## config.mk

```make
export PLATFORM = sky130hd
export DESIGN_NAME = led_rotator
export DESIGN_NICKNAME = d
export VERILOG_FILES = /design/src/rtl/led_rotator.sv
export SDC_FILE = /design/constraint.sdc
export NUM_CORES = 1
export LEC_CHECK = 0
export CAP_MARGIN = 20
export CORE_AREA = 2 2 81 83
export DETAILED_ROUTE_END_ITERATION = 6
export DIE_AREA = 0 0 83 85
export PLACE_DENSITY = 0.86
export SKIP_LAST_GASP = 1
export SYNTH_ARGS = -nofsm -noshare
export SYNTH_HDL_FRONTEND = slang
export SYNTH_SLANG_ARGS = --single-unit
```

## constraint.sdc

```tcl
create_clock -name clk -period 3.4 [get_ports clk]
set_clock_uncertainty 0.2 [all_clocks]
set_input_delay 0.68 -clock clk [delete_from_list [all_inputs] [get_ports clk]]
set_output_delay 0.68 -clock clk [all_outputs]
set_load 0.05 [all_outputs]
```

## src/rtl/led_rotator.sv

```systemverilog
module led_rotator #(
  parameter int NUM_LEDS    = 8,
  parameter int TICK_CYCLES = 125_000_000,
  parameter int ARG_W       = 8,
  parameter int CNT_W       = 16
) (
  input  logic                clk,
  input  logic                rst_n,
  input  logic                enable_sw,
  input  logic                btn_reverse,
  input  logic                btn_report,
  input  logic                cmd_valid,
  output logic                cmd_ready,
  input  logic [1:0]          cmd_op,
  input  logic [ARG_W-1:0]    cmd_arg,
  output logic                rsp_valid,
  input  logic                rsp_ready,
  output logic [1:0]          rsp_kind,
  output logic [CNT_W-1:0]    rsp_data,
  output logic [NUM_LEDS-1:0] led
);

  localparam int IDX_W = (NUM_LEDS > 1) ? $clog2(NUM_LEDS) : 1;
  localparam int TW    = $clog2(TICK_CYCLES + 1);
  localparam logic [IDX_W-1:0] TOP_IDX  = IDX_W'(NUM_LEDS - 1);
  localparam logic [ARG_W-1:0] ARG_MAX  = ARG_W'(NUM_LEDS - 1);
  localparam logic [TW-1:0]    TICK_END = TW'(TICK_CYCLES - 1);
  localparam logic [CNT_W-1:0] CNT_SAT  = '1;

  localparam logic [1:0] OP_READ  = 2'd1;
  localparam logic [1:0] OP_WRITE = 2'd2;
  localparam logic [1:0] OP_REV   = 2'd3;
  localparam logic [1:0] KIND_POS = 2'd1;
  localparam logic [1:0] KIND_CNT = 2'd2;

  logic [1:0]       en_sh;
  logic [2:0]       rev_sh, rep_sh;
  logic [TW-1:0]    tcnt;
  logic [IDX_W-1:0] pos;
  logic             dir_down;
  logic [CNT_W-1:0] steps;
  logic             pend_report;
  logic             rsp_valid_q;
  logic [1:0]       rsp_kind_q;
  logic [CNT_W-1:0] rsp_data_q;

  wire en_on      = en_sh[1];
  wire rev_press  = rev_sh[1] & ~rev_sh[2];
  wire rep_press  = rep_sh[1] & ~rep_sh[2];
  wire tick       = en_on && (tcnt == TICK_END);
  wire cmd_fire   = cmd_valid && cmd_ready;
  wire do_read    = cmd_fire && (cmd_op == OP_READ);
  wire do_write   = cmd_fire && (cmd_op == OP_WRITE) && (cmd_arg <= ARG_MAX);
  wire do_rev     = rev_press || (cmd_fire && (cmd_op == OP_REV));

  wire [IDX_W-1:0] pos_up = (pos == TOP_IDX) ? '0 : pos + IDX_W'(1);
  wire [IDX_W-1:0] pos_dn = (pos == '0) ? TOP_IDX : pos - IDX_W'(1);

  assign cmd_ready = !rsp_valid_q;
  assign rsp_valid = rsp_valid_q;
  assign rsp_kind  = rsp_kind_q;
  assign rsp_data  = rsp_data_q;
  assign led       = NUM_LEDS'(1) << pos;

  always_ff @(posedge clk or negedge rst_n) begin
    if (!rst_n) begin
      en_sh  <= '0;
      rev_sh <= '0;
      rep_sh <= '0;
    end else begin
      en_sh  <= {en_sh[0], enable_sw};
      rev_sh <= {rev_sh[1:0], btn_reverse};
      rep_sh <= {rep_sh[1:0], btn_report};
    end
  end

  always_ff @(posedge clk or negedge rst_n) begin
    if (!rst_n)      tcnt <= '0;
    else if (!en_on) tcnt <= '0;
    else if (tick)   tcnt <= '0;
    else             tcnt <= tcnt + TW'(1);
  end

  always_ff @(posedge clk or negedge rst_n) begin
    if (!rst_n) begin
      pos      <= '0;
      dir_down <= 1'b0;
      steps    <= '0;
    end else begin
      if (do_write)  pos <= cmd_arg[IDX_W-1:0];
      else if (tick) pos <= dir_down ? pos_dn : pos_up;
      if (do_rev) dir_down <= ~dir_down;
      if (do_rev)                         steps <= '0;
      else if (tick && steps != CNT_SAT)  steps <= steps + CNT_W'(1);
    end
  end

  always_ff @(posedge clk or negedge rst_n) begin
    if (!rst_n) begin
      pend_report <= 1'b0;
      rsp_valid_q <= 1'b0;
      rsp_kind_q  <= '0;
      rsp_data_q  <= '0;
    end else begin
      if (rsp_valid_q && rsp_ready) rsp_valid_q <= 1'b0;
      if (rep_press) pend_report <= 1'b1;
      if (!rsp_valid_q) begin
        if (do_read) begin
          rsp_valid_q <= 1'b1;
          rsp_kind_q  <= KIND_POS;
          rsp_data_q  <= CNT_W'(pos);
        end else if (pend_report || rep_press) begin
          rsp_valid_q <= 1'b1;
          rsp_kind_q  <= KIND_CNT;
          rsp_data_q  <= steps;
          pend_report <= 1'b0;
        end
      end
    end
  end

  // output pattern always has exactly one bit set
  always_comb begin
    if (rst_n) p_onehot_r2: assert ($onehot(led));
  end

  p_hold_r1: assert property (@(posedge clk) disable iff (!rst_n)
    (!en_on && !do_write) |=> $stable(pos));

  p_wrap_up_r3: assert property (@(posedge clk) disable iff (!rst_n)
    (tick && !dir_down && !do_write && pos == TOP_IDX) |=> (pos == '0));

  p_wrap_dn_r3: assert property (@(posedge clk) disable iff (!rst_n)
    (tick && dir_down && !do_write && pos == '0) |=> (pos == TOP_IDX));

  p_rev_clears_r5: assert property (@(posedge clk) disable iff (!rst_n)
    do_rev |=> (steps == '0));

  p_bad_write_r7: assert property (@(posedge clk) disable iff (!rst_n)
    (cmd_fire && cmd_op == OP_WRITE && cmd_arg > ARG_MAX && !tick) |=> $stable(pos));

  p_rsp_hold_r9: assert property (@(posedge clk) disable iff (!rst_n)
    (rsp_valid && !rsp_ready) |=> (rsp_valid && $stable(rsp_kind) && $stable(rsp_data)));

endmodule

```

# Word-level counts from Yosys, hierarchy flattened
# Index checks and enable logic that the tools add are counted.
# W data, S select, Z words.
[classes] add_sub_neg=4 n_lt_le_gt_ge=1 n_eq_ne=6 shifts=1 mux=21 bitwise_logic=6 reduce_logical=16
[op_table] operator="$mux W16" n=4
[op_table] operator="$mux W27" n=2
[op_table] operator="$add A27 B1 Y27 const B" n=1
[op_table] operator="$eq A27 B27 Y1 const B" n=1
[op_table] operator="$add A16 B1 Y16 const B" n=1
[op_table] operator="$ne A16 B16 Y1 const B" n=1
[op_table] operator="$mux W3" n=5
[op_table] operator="$le A8 B3 Y1 const B" n=1
[op_table] operator="$logic_and A1 B1 Y1" n=8
[op_table] operator="$mux W1" n=8
[op_table] operator="$shl A1 B3 Y8 const A" n=1
[op_table] operator="$reduce_bool A2 Y1" n=3
[op_table] operator="$eq A2 B2 Y1 const B" n=2
[op_table] operator="$mux W2" n=2
[op_table] operator="$not A1 Y1" n=4
[op_table] operator="$add A3 B1 Y3 const B" n=1
[op_table] operator="$eq A3 B3 Y1 const B" n=1
[op_table] operator="$logic_not A3 Y1" n=1
[op_table] operator="$sub A3 B1 Y3 const B" n=1
[op_table] operator="$and A1 B1 Y1" n=2
[op_table] operator="$eq A2 B1 Y1 const B" n=1
[op_table] operator="$logic_or A1 B1 Y1" n=2
[op_table] operator="$reduce_and A2 Y1" n=1
[op_table] operator="$logic_not A1 Y1" n=1
[word_totals] reg_bits=75 in_bits=17 out_inout_bits=28 wordCells=66

# Logic depth before layout (Yosys ltp)
[logic_depth] ltp_word=6 ltp_mapped=8 mapped_depth_nobuf=6

# Worst setup path before layout
# No wires, ideal clock.
[synth_timing] path_kind="reg-to-output" start="register pos[0]" end="output led[0]" arrival_ps=1440 required_time_ps=2520 slack_ps=1080 stages_incl_launch_ff=4 path_buffers=0 cell_sequence="dfrtp_1 inv_1 ha_1 nor2b_1"
[synth_via] elab_chain_cells=1
[synth_lines] item="from (decl)" line="39" source="logic [IDX_W-1:0] pos;"
[synth_lines] item="from (signal assigned)" line="90" source="if (do_write) pos <= cmd_arg[IDX_W-1:0];"
[synth_lines] item="from (signal assigned)" line="91" source="else if (tick) pos <= dir_down ? pos_dn : pos_up;"
[synth_lines] item="$shl A1 B3 Y8" line="63" source="assign led = NUM_LEDS'(1) << pos;"
[synth_lines] item="to (decl)" line="20" source="output logic [NUM_LEDS-1:0] led"
# Every way passes these cells.

# Worst setup path in the final report
# Ends and elaborated chain as after synthesis.

==> reports/summary.txt <==
=================================================================================================
Signal arrival time at the worst endpoint                                                 2.15 ns
Cell area after synthesis                                                            0.00361 mm^2
Core Rows                                                                                      29
Worst path cell trace                                                                inv_1 -> ha_1 -> nor2b_1 -> clkdlybuf4s50_1
Cells resized by post-CTS repair                                                                0
First-pass GRT wire length                                                               12400 um
Number of I/O port buffers                                                                     44
Total negative slack for setup checks                                                        0 ns
Synthesized area per cell                                                               10.3 um^2
Via total after detailed routing                                                             2818
Synthesized Nets                                                                              376
Num ports                                                                                      45
Pre-CTS WS                                                                               0.500 ns
Primary flip-flop cell chosen by synthesis mapping                                   sky130_fd_sc_hd__dfrtp_1
Floorplan die area                                                                   0.00706 mm^2
Avg WL per Cell                                                                           15.3 um
Pin count of the biggest net entering global routing                                           41
Via density per instance                                                                     5.93
Maximum clock rate                                                                      0.330 GHz
Total clock buffers created by CTS                                                              9
CTS HTree Levels                                                                                3
Gp weighted congestion                                                                      0.768
Critical setup path kind                                                                  reg2out
Number of buffers inserted by post-CTS setup repair                                             0
Critical Path Sink Type                                                               output port
Post-detailed-route DRC marker count                                                            0
Die Y-Extent                                                                                85 um
Highest fanout seen on the critical path                                                        5
Static leakage                                                                         0.00185 uW
Number of flops mapped to enable cells by yosys                                                 0
Share of post-route cells with drive strength above 1                                       6.28%
Number of cells on the worst reg-to-reg path                                                    5
Instance area after placement                                                        0.00411 mm^2
Pwr Density                                                                           491 mW/mm^2
Vias in the first global route                                                               2686
Number of antenna diodes                                                                        0
Initial Utilization                                                                         58.1%
Initial DRC count                                                                             201
Most area-hungry cell type in the Yosys netlist                                      sky130_fd_sc_hd__dfrtp_1
Share of flip-flops with an asynchronous set or reset after synthesis                        100%
Area of the core region                                                              0.00620 mm^2
Buffer depth of the longest clock path                                                          2
Sum of overflow across all layers after global routing                                          0
Worst Hold Path Cells                                                                           0
Class of the tightest hold or removal check                                               reg2reg
Cell area after layout                                                               0.00433 mm^2
Part of the Yosys area used for sequential elements                                         52.0%
R2R Setup Slk                                                                             0.70 ns
Headroom to the max-slew limit                                                              44.8%
Clock slew seen by the registers of the worst setup and hold paths                        0.07 ns
Commonest cells after routing, fill and taps aside                                   sky130_fd_sc_hd__dfrtp_1, sky130_fd_sc_hd__clkdlybuf4s50_1, sky130_fd_sc_hd__nor2_1
Sum of net half-perimeters after detailed placement                                       4980 um
Worst setup SP type                                                                     flip-flop
TritonCTS clock tree                                                                          yes
Max incr delay on CP                                                                      0.83 ns
Yosys Warn Count                                                                                0
Antenna violations before repair                                                                0
Hold buffer count at cts                                                                        0
Slowest cell on crit path                                                            sky130_fd_sc_hd__clkdlybuf4s50_1
Post-Synthesis Cells                                                                          350
Area fraction of the dominant cell type after synthesis                                     52.0%
Minimum setup slack in the final design                                                  0.366 ns
Most frequent standard cell in the layout excluding fill and tap cells               sky130_fd_sc_hd__dfrtp_1
VDD IR-drop max                                                                        0.000437 V
Final setup violation count                                                                     0
Worst-Margin Slew                                                                        0.828 ns
Final Max Slew Viols                                                                            0
Period Utilization, post-route                                                              89.2%
Die W                                                                                       83 um
Total global-route track usage                                                              21.9%
Final net count                                                                               419
Detailed Route WL                                                                         7270 um
Area growth syn-to-layout                                                                   19.9%
Largest cells by area after synthesis                                                sky130_fd_sc_hd__dfrtp_1, sky130_fd_sc_hd__xor2_1, sky130_fd_sc_hd__a22o_1
Number of max-cap violations                                                                    0
Count of final hold-check violations                                                            0
Worst path required time                                                                  2.52 ns
Number of synthesized register bits                                                            75
Total iterations of the first detailed-routing run                                              4
# clock sinks                                                                                  75
Cell at the root of the clock tree                                                   sky130_fd_sc_hd__clkbuf_8
ANT nets after route                                                                            0
Setup repair after global routing missed its margin                                         false
Clock period minus worst slack                                                            3.03 ns
Number of distinct library cell variants in the gate-level netlist after synthesis             43
Result of the run                                                                    finished, final reports clean
Clock Latency Late Sink                                                                   0.35 ns
=================================================================================================
-- power by group --
part	switching (uW)	internal, uW	total, uW
registers	44.3	934	979
logic	268	132	400
clock network	332	414	747
total	644	1480	2130
-- layout make-up --
type / count / area [um^2]
Clock buffer: 10 / 128
Clock inverter: 6 / 90.1
Fill cell: 427 / 1880
Inverter: 13 / 48.8
Multi-Input combinational cell: 247 / 1620
Sequential cell: 75 / 1880
Tap cell: 77 / 96.3
Timing Repair Buffer: 47 / 470
-- cells in the mapped netlist, types with 2 or more instances --
cell and number:
sky130_fd_sc_hd__a21oi_1 21, sky130_fd_sc_hd__and3_1 8, sky130_fd_sc_hd__nor2_1 37, sky130_fd_sc_hd__a21o_1 2
sky130_fd_sc_hd__nor2b_1 4, sky130_fd_sc_hd__inv_1 13, sky130_fd_sc_hd__xor2_1 19, sky130_fd_sc_hd__clkbuf_1 12
sky130_fd_sc_hd__nand2_1 14, sky130_fd_sc_hd__nor3b_1 2, sky130_fd_sc_hd__or4_1 13, sky130_fd_sc_hd__nand4_1 11
sky130_fd_sc_hd__xnor2_1 8, sky130_fd_sc_hd__and2_1 4, sky130_fd_sc_hd__nand3_1 26, sky130_fd_sc_hd__nor3_1 5
sky130_fd_sc_hd__o31ai_1 12, sky130_fd_sc_hd__o21ai_0 10, sky130_fd_sc_hd__a22o_1 16, sky130_fd_sc_hd__dfrtp_1 75
sky130_fd_sc_hd__nor4_1 3, sky130_fd_sc_hd__and4_1 6, sky130_fd_sc_hd__ha_1 9
-- worst paths after layout --
check	start	end
max	pos[0]	led[0]
min	en_sh[0]	en_sh[1]
max reg2reg	tcnt[9]	steps[14]
min reg2reg	en_sh[0]	en_sh[1]
max in group asynchronous	rst_n	tcnt[12]
min in group asynchronous	rst_n	rsp_data[12]
-- critical path, delay by kind of cell (launching register included) --
family        cells  cell delay, ns
fa+ha+maj         1            0.22
buf+inv           2            0.99
simple gates      1            0.18
flops             1            0.41
-- through the flow --
| stage | total power [uW] | hold WS [ns] | instances | util, % |
|---|---|---|---|---|
| 6_report | 2130 | 0.153 | 475 | 69.7 |
| 5_1_grt | 2220 | 0.162 | 475 | 69.7 |
| 4_1_cts | 2150 | 0.156 | 475 | 69.7 |
| 3_5_place_dp | 1400 | 0.137 | 459 | 66.2 |
| 3_3_place_gp | 1380 | 0.133 | 459 | 66.2 |
| 2_1_floorplan | 1250 | 0.131 | 350 | - |
-- metal layers --
| metal | global-route usage [%] | vias up | part of all wire (%) |
|---|---|---|---|
| li1 | - | 1355 | - |
| met4 | 10.6 | 0 | 1.4 |
| met1 | 27.7 | 1387 | 45 |
| met5 | 0 | - | 0 |
| met2 | 36.5 | 68 | 49 |
| met3 | 4.28 | 8 | 3.8 |
-- flip-flops by register name, summed over array words and instances (netlist names), 2 cells and up --
| register | count |
|---|---|
| en_sh | 2 |
| pos | 3 |
| rep_sh | 3 |
| rev_sh | 3 |
| rsp_data | 16 |
| rsp_kind | 2 |
| steps | 16 |
| tcnt | 27 |
-- kinds of logic (layout without fill, tap and decap cells) --
family / after synthesis / count (layout) / share of synthesized area (%)
AND/OR/NAND/NOR: 143 / 143 / 22.4
flip-flops: 75 / 75 / 52.0
adder cells (fa/ha/maj): 9 / 9 / 3.12
AO/OA/AOI/OAI: 67 / 67 / 12.4
multiplexers: 1 / 1 / 0.277
buffers and inverters: 28 / 76 / 3.16
XOR/XNOR: 27 / 27 / 6.56
Power figures use the tool's default switching activity.
